==> src/rtl/cfg_nvram_pkg.sv <==
package cfg_nvram_pkg;
  localparam int unsigned IDX_W   = 7;
  localparam int unsigned DATA_W  = 8;
  localparam int unsigned ADDR_W  = 8;
  localparam int unsigned N_BANKS = 2;
  localparam logic [IDX_W-1:0] IDX_RST = 7'h0D;

  typedef enum logic [1:0] {
    PORT_NONE,
    PORT_INDEX,
    PORT_DATA
  } port_kind_e;

  typedef struct packed {
    port_kind_e kind;
    logic       bank;
  } port_sel_t;
endpackage

==> src/rtl/cfg_nvram_decode.sv <==
module cfg_nvram_decode
  import cfg_nvram_pkg::*;
#(
  parameter logic [ADDR_W-1:0] BASE_ADDR = 8'h70
) (
  input  logic [ADDR_W-1:0] addr_i,
  output port_sel_t         sel_o
);
  logic [ADDR_W-1:0] off;
  assign off = addr_i - BASE_ADDR;

  always_comb begin
    sel_o.kind = PORT_NONE;
    sel_o.bank = off[1];
    if (off[ADDR_W-1:2] == '0) sel_o.kind = off[0] ? PORT_DATA : PORT_INDEX;
  end
endmodule

==> src/rtl/cfg_nvram_bank.sv <==
module cfg_nvram_bank
  import cfg_nvram_pkg::*;
#(
  parameter int unsigned DEPTH = 128,
  parameter bit          HAS_MASK = 1'b0
) (
  input  logic              clk_i,
  input  logic              rst_ni,
  input  logic              idx_we_i,
  input  logic              dat_we_i,
  input  logic [DATA_W-1:0] wdata_i,
  output logic [IDX_W-1:0]  idx_o,
  output logic              mask_o,
  output logic [DATA_W-1:0] rdata_o
);
  logic [DATA_W-1:0] mem_q [DEPTH];
  logic [IDX_W-1:0]  idx_q;
  logic              mask_q;

  always_ff @(posedge clk_i or negedge rst_ni) begin
    if (!rst_ni) idx_q <= IDX_RST;
    else if (idx_we_i) idx_q <= wdata_i[IDX_W-1:0];
  end

  generate
    if (HAS_MASK) begin : g_mask
      always_ff @(posedge clk_i or negedge rst_ni) begin
        if (!rst_ni) mask_q <= 1'b1;
        else if (idx_we_i) mask_q <= wdata_i[DATA_W-1];
      end
    end else begin : g_nomask
      assign mask_q = 1'b0;
    end
  endgenerate

  // storage is battery-backed: no reset
  always_ff @(posedge clk_i) begin
    if (dat_we_i) mem_q[idx_q] <= wdata_i;
  end

  assign idx_o   = idx_q;
  assign mask_o  = mask_q;
  assign rdata_o = mem_q[idx_q];

  assert_idx_hold_R7: assert property (@(posedge clk_i) disable iff (!rst_ni)
    !idx_we_i |=> $stable(idx_q));
  assert_idx_load_R2: assert property (@(posedge clk_i) disable iff (!rst_ni)
    idx_we_i |=> idx_q == $past(wdata_i[IDX_W-1:0]));
  assert_mem_write_R4: assert property (@(posedge clk_i) disable iff (!rst_ni)
    dat_we_i && !idx_we_i |=> rdata_o == $past(wdata_i));
endmodule

==> src/rtl/cfg_nvram_ports.sv <==
module cfg_nvram_ports
  import cfg_nvram_pkg::*;
#(
  parameter logic [ADDR_W-1:0] BASE_ADDR = 8'h70,
  parameter int unsigned       DEPTH     = 1 << IDX_W
) (
  input  logic              clk_i,
  input  logic              rst_ni,
  input  logic [ADDR_W-1:0] io_addr_i,
  input  logic              io_wr_i,
  input  logic              io_rd_i,
  input  logic [DATA_W-1:0] io_wdata_i,
  output logic [DATA_W-1:0] io_rdata_o,
  input  logic              nmi_req_i,
  output logic              nmi_o
);
  port_sel_t         sel;
  logic [IDX_W-1:0]  idx   [N_BANKS];
  logic              mask  [N_BANKS];
  logic [DATA_W-1:0] rdata [N_BANKS];

  cfg_nvram_decode #(.BASE_ADDR(BASE_ADDR)) u_dec (.addr_i(io_addr_i), .sel_o(sel));

  for (genvar b = 0; b < N_BANKS; b++) begin : g_bank
    cfg_nvram_bank #(.DEPTH(DEPTH), .HAS_MASK(b == 0)) u_bank (
      .clk_i   (clk_i),
      .rst_ni  (rst_ni),
      .idx_we_i(io_wr_i && sel.kind == PORT_INDEX && sel.bank == b[0]),
      .dat_we_i(io_wr_i && sel.kind == PORT_DATA  && sel.bank == b[0]),
      .wdata_i (io_wdata_i),
      .idx_o   (idx[b]),
      .mask_o  (mask[b]),
      .rdata_o (rdata[b])
    );
  end

  always_comb begin
    io_rdata_o = '0;
    if (io_rd_i) begin
      unique case (sel.kind)
        PORT_INDEX: io_rdata_o = {mask[sel.bank], idx[sel.bank]};
        PORT_DATA:  io_rdata_o = rdata[sel.bank];
        default:    io_rdata_o = '0;
      endcase
    end
  end

  assign nmi_o = nmi_req_i & ~mask[0];

  assert_no_rdwr_clash_R9: assert property (@(posedge clk_i) disable iff (!rst_ni)
    !(io_wr_i && io_rd_i));
  assert_mask_load_R2: assert property (@(posedge clk_i) disable iff (!rst_ni)
    io_wr_i && io_addr_i == BASE_ADDR |=> mask[0] == $past(io_wdata_i[DATA_W-1]));
  assert_mask_hold_R5: assert property (@(posedge clk_i) disable iff (!rst_ni)
    !(io_wr_i && io_addr_i == BASE_ADDR) |=> $stable(mask[0]));
  assert_nmi_gate_R3: assert property (@(posedge clk_i) disable iff (!rst_ni)
    mask[0] |-> !nmi_o);
  assert_unmapped_quiet_R9: assert property (@(posedge clk_i) disable iff (!rst_ni)
    io_rd_i && sel.kind == PORT_NONE |-> io_rdata_o == '0);
endmodule

==> config.mk <==
export PLATFORM = sky130hd
export DESIGN_NAME = cfg_nvram_ports
export DESIGN_NICKNAME = d
export VERILOG_FILES = /design/src/rtl/cfg_nvram_pkg.sv /design/src/rtl/cfg_nvram_decode.sv /design/src/rtl/cfg_nvram_bank.sv /design/src/rtl/cfg_nvram_ports.sv
export SDC_FILE = /design/constraint.sdc
export NUM_CORES = 2
export LEC_CHECK = 0
export BUFFER_PORTS_ARGS = -buffer_cell sky130_fd_sc_hd__buf_4
export CAP_MARGIN = 20
export CORE_MARGIN = 10
export CORE_UTILIZATION = 58
export DETAILED_ROUTE_END_ITERATION = 8
export HOLD_SLACK_MARGIN = 0.03
export PLACE_DENSITY = 0.72
export SYNTH_ARGS = -nofsm -noshare
export SYNTH_HDL_FRONTEND = slang
export SYNTH_SLANG_ARGS = --single-unit
==> constraint.sdc <==
create_clock -name clk_i -period 3.1 [get_ports clk_i]
set_input_delay 0.31 -clock clk_i [delete_from_list [all_inputs] [get_ports clk_i]]
set_output_delay 0.31 -clock clk_i [all_outputs]
set_load 0.05 [all_outputs]
### Word-level counts from Yosys, hierarchy flattened

Memories as Yosys holds them, arrays and structs flattened.
Cells that the tools add are included.

| storage, ports and cells | value |
|---|---|
| output and inout bits | 9 |
| bits in read-only memories | 0 |
| register bits after elaboration | 15 |
| bits in latches | 0 |
| logic and storage cells | 37 |
| memories kept | 2 |
| bits in writable memories | 2048 |
| bits of input ports | 21 |

Memories:

| name | words | bits a word | rd ports | clocked after memory_dff | write ports | RTL line | RTL |
|---|---|---|---|---|---|---|---|
| g_bank[0].u_bank.mem_q | 128 | 8 | 1 | 0 | 1 | cfg_nvram_bank.sv:16 | `logic [DATA_W-1:0] mem_q [DEPTH];` |
| g_bank[1].u_bank.mem_q | 128 | 8 | 1 | 0 | 1 | cfg_nvram_bank.sv:16 |  |

| operators by class | value |
|---|---|
| mux-type cells | 17 |
| add/subtract/negate cells | 1 |
| $mul | 0 |
| order comparisons | 1 |
| eq/ne operators | 2 |
| bitwise logic cells | 4 |
| divide/modulo/power cells | 0 |
| shifts and indexed selects | 0 |
| reductions and logical operators | 7 |

Operators by type and width:

| cell | count |
|---|---|
| $mux W8 | 4 |
| $mux W7 | 3 |
| $pmux W8 S2 | 1 |
| $sub A8 B7 Y8 const B | 1 |
| $mux W1 | 7 |
| $logic_and A1 B1 Y1 | 6 |
| $logic_not A6 Y1 | 1 |
| $mux W2 | 2 |
| $eq A2 B1 Y1 const B | 1 |
| $eq A2 B2 Y1 const B | 1 |
| $ge A2 B2 Y1 const B | 1 |
| $not A1 Y1 | 2 |
| $not A1 Y2 | 1 |
| $and A1 B1 Y1 | 1 |

### Longest topological paths before layout

| logic depth | value |
|---|---|
| word-level depth | 8 |
| depth in mapped cells | 13 |
| depth with buffers taken out | 8 |

### By module

From an unflattened synthesis, not the netlist that was laid out.

| unflattened totals | value |
|---|---|
| cells, all modules | 4968 |
| area, all modules | 81618.3 sq um |

Modules (own cells, without submodules):

| module | cells an instance | area each (sq um) | instances | sequential area each (sq um) |
|---|---|---|---|---|
| cfg_nvram_bank (g_bank[1].u_bank) | 2492 | 40815.4 | 1 | 30928.4 |
| cfg_nvram_bank (g_bank[0].u_bank) | 2433 | 40443.8 | 1 | 30954.7 |
| cfg_nvram_ports | 37 | 312.8 | 1 | 0.0 |
| cfg_nvram_decode | 6 | 46.3 | 1 | 0.0 |

### Worst setup path after synthesis

No wires, ideal clock.

| timing | value |
|---|---|
| path kind | reg-to-output |
| start point | reg g_bank[0].u_bank.idx_q[2] |
| end point | out io_rdata_o[6] |
| data arrival time | 3247 ps |
| cell stages (with the launch flop) | 11 |
| path buffers | 5 |
| data required time | 2790 ps |
| path slack | -457 ps |
| cell sequence | dfstp_2 > buf_4 > buf_6 > buf_2 > buf_2 > buf_4 > a21oi_1 > or4_1 > nand4b_1 > a21oi_1 > a211oi_1 |

| on the way | value |
|---|---|
| cells in the longest elaborated chain, start to end | 6 |

Ends and longest elaborated chain:

| what | RTL line | RTL |
|---|---|---|
| from (decl) | cfg_nvram_bank.sv:17 | `logic [IDX_W-1:0] idx_q;` |
| from (signal assigned) | cfg_nvram_bank.sv:22 | `else if (idx_we_i) idx_q <= wdata_i[IDX_W-1:0];` |
| $mem_v2 Z128 W8 | n/a |  |
| $mux W8 (not written as such) (3 in a row) | cfg_nvram_ports.sv:42 | `PORT_DATA: io_rdata_o = rdata[sel.bank];` |
| $pmux W8 S2 | cfg_nvram_ports.sv:40 | `unique case (sel.kind)` |
| $mux W8 | cfg_nvram_ports.sv:39 | `if (io_rd_i) begin` |
| to (decl) | cfg_nvram_ports.sv:13 | `output logic [DATA_W-1:0] io_rdata_o,` |

No other way between the ends. The select of a mux whose other input is x is not followed.

### Worst setup path in the final report

| timing | value |
|---|---|
| start point | reg g_bank[1].u_bank.idx_q[0] |
| end point | out io_rdata_o[1] |

| on the way | value |
|---|---|
| cells in the longest elaborated chain, start to end | 6 |

Ends and longest elaborated chain:

| what | RTL line |
|---|---|
| from (decl) | cfg_nvram_bank.sv:17 |
| from (signal assigned) | cfg_nvram_bank.sv:22 |
| $mem_v2 Z128 W8 | n/a |
| $mux W8 (not written as such) (3 in a row) | cfg_nvram_ports.sv:42 |
| $pmux W8 S2 | cfg_nvram_ports.sv:40 |
| $mux W8 | cfg_nvram_ports.sv:39 |

No other way between the ends. The select of a mux whose other input is x is not followed.

==> results.md <==
* Outcome: complete, but fails checks
* Failing checks: negative setup slack
* Vias at 51.55k
* First-pass GRT wire length at 351600 um
* Dpl hpwl at 156600 um
* RD Place Congestion at 1.001
* Clock Tree Buf Depth at 3
* Async SR Flop Fraction at 0.7271%
* Syn Area/Cell at 17.32 um^2
* Largest family of logic cells by synthesized area: compound AO/OA/AOI/OAI gates
* Post-synthesis xor/xnor area fraction at 0%
* Cell Pwr Density at 605.5 nW/um^2
* Register share of total power at 51.4%
* Critical path data required time at 2.79 ns
* Crit-path max FO at 6
* Cell area after synthesis at 80060 um^2
* Vias in the first global route at 50.61k
* Ys flop type: edfxtp_1
* Setup violations, final at 8
* Synth top area share at 76.81%
* Mapped Nets at 4644
* Cell Int Power at 45.86 mW
* Worst clock skew at 0.03950 ns
* CTS tree: yes
* Clk sinks at 2063
* Mux cell area share after synthesis at 6.681%
* Fin Setup TNS at -11.41 ns
* FMAX at 214.3 MHz
* Maximum vdd drop at 0.0005907 V
* Port Buf Inserts at 29
* Top cells by area, synth: edfxtp_1 77%, mux4_2 2.6%, a221oi_1 2.5%
* Drt pass-1 iters at 6
* Final worst slack at -1.567 ns
* Vias/cell at 6.775
* Final hold vios at 0
* Die width at 391.5 um
* Compound-cell area share of the yosys netlist at 9.936%
* Initial antenna violation count at 3
* Synth Area in Adders at 0%
* Max capacitance violation total at 0
* Die outline height at 391.5 um
* Overflow left after global routing at 0
* Largest net degree at the start of global routing at 103
* Worst Hold Class: input port to flop
* Cells after synthesis at 4623
* Top Ports at 30
* Clk slew on worst S/H paths at 0.06 ns
* Crit path capture type: output port
* Die area at 153300 um^2
* Synth-to-Final Area Change at 23.28%
* Max_slew headroom at 26.47%
* Share of layout cells above drive strength 1 at 31.37%
* #FFs+latches synth at 2063
* Antenna violation net count after detailed routing at 0
* DRC at 0
* Switching power at 13.90 mW
* Final WL at 245300 um
* Filler-free cell count of the finished design at 7610
* H-tree depth at 4
* Fin crit period at 4.667 ns
* Core ar. at 137300 um^2
* Setup Crit Path Kind: flop to output port
* Initial Util at 58.30%
* Placed Area at 89710 um^2
* Fin area at 98710 um^2
* Logic pwr share at 9.5%
* Starting DRC count in detailed routing at 7573
* # rows at 136
* Synth warn at 0
* Tcrit/Tclk final at 150.6%
* Post-synthesis simple-gate area fraction at 4.098%
* DR WL/cell at 32.24 um
* Startpoint Class: flop
* Gr usage total at 31.48%
* Post-synth EDFFs at 2048
* CTS root buffer: clkbuf_16
* Synth area leader: edfxtp_1
* WHS at 0.04599 ns
* TritonCTS Buffers at 200
* Clock power frac at 39.1%
* Nets at 5670
* Register area share after synthesis at 77.29%
* Clk Latency, worst-skew pair at 0.86 ns
* Least-Margin Pin Slew at 1.075 ns
* Unrepaired setup endpoints after global routing: yes
* Leak at 33.20 nW
* Sw Share at 23.26%
* Placed insts at 7117
* Synth cell types at 77
* Crit path DAT at 4.36 ns
* Final Max Slew Viols at 0
## cell usage in the layout, fill, tap and decap left out, types with 12 or more instances in the layout
cell type / Yosys / layout
clkbuf_8: 0 / 12
a221o_1: 35 / 35
a31oi_1: 32 / 26
mux2_2: 112 / 109
o211ai_1: 44 / 44
a2111oi_0: 27 / 13
edfxtp_1: 2048 / 2048
o21ai_2: 0 / 15
a21oi_1: 146 / 129
mux2i_1: 198 / 189
nand3_1: 37 / 35
a21oi_2: 0 / 16
clkinv_1: 2 / 49
buf_12: 0 / 103
clkinv_2: 0 / 27
a22o_1: 72 / 70
o21ai_0: 160 / 128
a22oi_2: 0 / 21
nand4_1: 27 / 27
nor2_1: 356 / 351
bufinv_16: 0 / 12
mux4_2: 92 / 92
buf_6: 13 / 61
a211oi_1: 22 / 15
nand2_1: 214 / 209
a221oi_2: 0 / 21
buf_4: 37 / 933
o21ai_1: 7 / 22
buf_8: 1 / 14
a221oi_1: 228 / 206
nor2b_1: 21 / 14
clkbuf_1: 123 / 46
o221ai_1: 13 / 13
clkbuf_16: 0 / 201
a22oi_1: 195 / 174
## worst max-delay path, stage by stage (launching register included)
cell,delay [ns]
dfstp_4,0.51
buf_12,0.16
buf_6,0.12
and3b_2,0.25
buf_12,0.15
a22oi_2,0.17
nand4_1,0.19
mux4_2,0.56
a22o_4,0.31
o41ai_4,0.58
buf_4,0.24
a31oi_4,0.05
buf_8,0.19
## logic make-up after synthesis
| group | after synthesis |
|---|---|
| flip-flops | 2063 |
| multiplexers | 405 |
| AND/OR/NAND/NOR | 748 |
| buffers and inverters | 322 |
| AO/OA/AOI/OAI | 1085 |
## power by group through the flow
| stage | clock, mW | combinational (mW) | sequential [mW] |
|---|---|---|---|
| floorplan | 0 | 2.09 | 31.3 |
| global placement | 0 | 4.84 | 31.3 |
| detailed placement | 0 | 4.91 | 31.3 |
| CTS | 23.5 | 5.28 | 30.7 |
| global route | 24.6 | 5.78 | 30.7 |
| finish | 23.4 | 5.65 | 30.7 |
## layout make-up
cell class	instances	area (um^2)
tap	1794	2245
antenna	5	12.51
clock inverter	114	994.7
fill	7974	38620
inverter	9	33.78
sequential	2063	61910
multi-input combinational	2238	17830
timing repair buffer	1137	10450
clock buffer	250	5233
## metrics by stage
stage / util [%] / total power [mW] / setup slack [ns]
floorplan: - / 33.36 / 0.02259
global placement: 65.32 / 36.15 / -1.796
detailed placement: 65.33 / 36.21 / -1.281
CTS: 71.11 / 59.47 / -1.509
global route: 71.87 / 61.05 / -1.561
finish: 71.88 / 59.76 / -1.567
## layer usage
metal / up-vias / global-route usage, % / wire length, um
li1: 20960 / - / -
met1: 25630 / 41.35 / 86340
met2: 4107 / 49.23 / 113700
met3: 846 / 7.295 / 29670
met4: 4 / 16.65 / 15290
met5: - / 0 / 356
## repair_timing
item | in CTS | in global routing
endpoints found under the hold margin | 46 | 0
hold buffers | 4 | 0
endpoints found under the setup margin | 8 | 8
gates cloned | 9 | 2
pin swaps | 56 | 85
gates resized for setup | 191 | 173
setup buffers | 77 | 39
## cells in the mapped netlist (44+ instances only)
library cell     n
mux2i_1        198
a22o_1          72
nor2_1         356
edfxtp_1      2048
mux2_2         112
nand2_1        214
a221oi_1       228
a21oi_1        146
o211ai_1        44
buf_2          112
o21ai_0        160
clkbuf_1       123
a22oi_1        195
mux4_2          92
## registers in the layout, indices dropped and copies added (netlist names)
signal / cells
g_bank.u_bank.mask_o: 1
g_bank.u_bank.mem_q: 2048
g_bank.u_bank.idx_o: 14
## worst paths after layout
kind	cells past startpoint	slack, ns	to	from
max reg2reg	10	0.26	g_bank[1].u_bank.mem_q[35][1]	g_bank[1].u_bank.idx_o[0]
min reg2reg	1	0.74	g_bank[0].u_bank.mask_o	g_bank[0].u_bank.mask_o
min in group asynchronous	2	0.19	g_bank[1].u_bank.idx_o[3]	rst_ni
max in group asynchronous	3	1.60	g_bank[0].u_bank.idx_o[1]	rst_ni
min	1	0.05	g_bank[0].u_bank.mem_q[76][2]	io_wdata_i[2]
max	12	-1.57	io_rdata_o[1]	g_bank[1].u_bank.idx_o[0]
No activity file was read; power rests on OpenSTA's default activity.
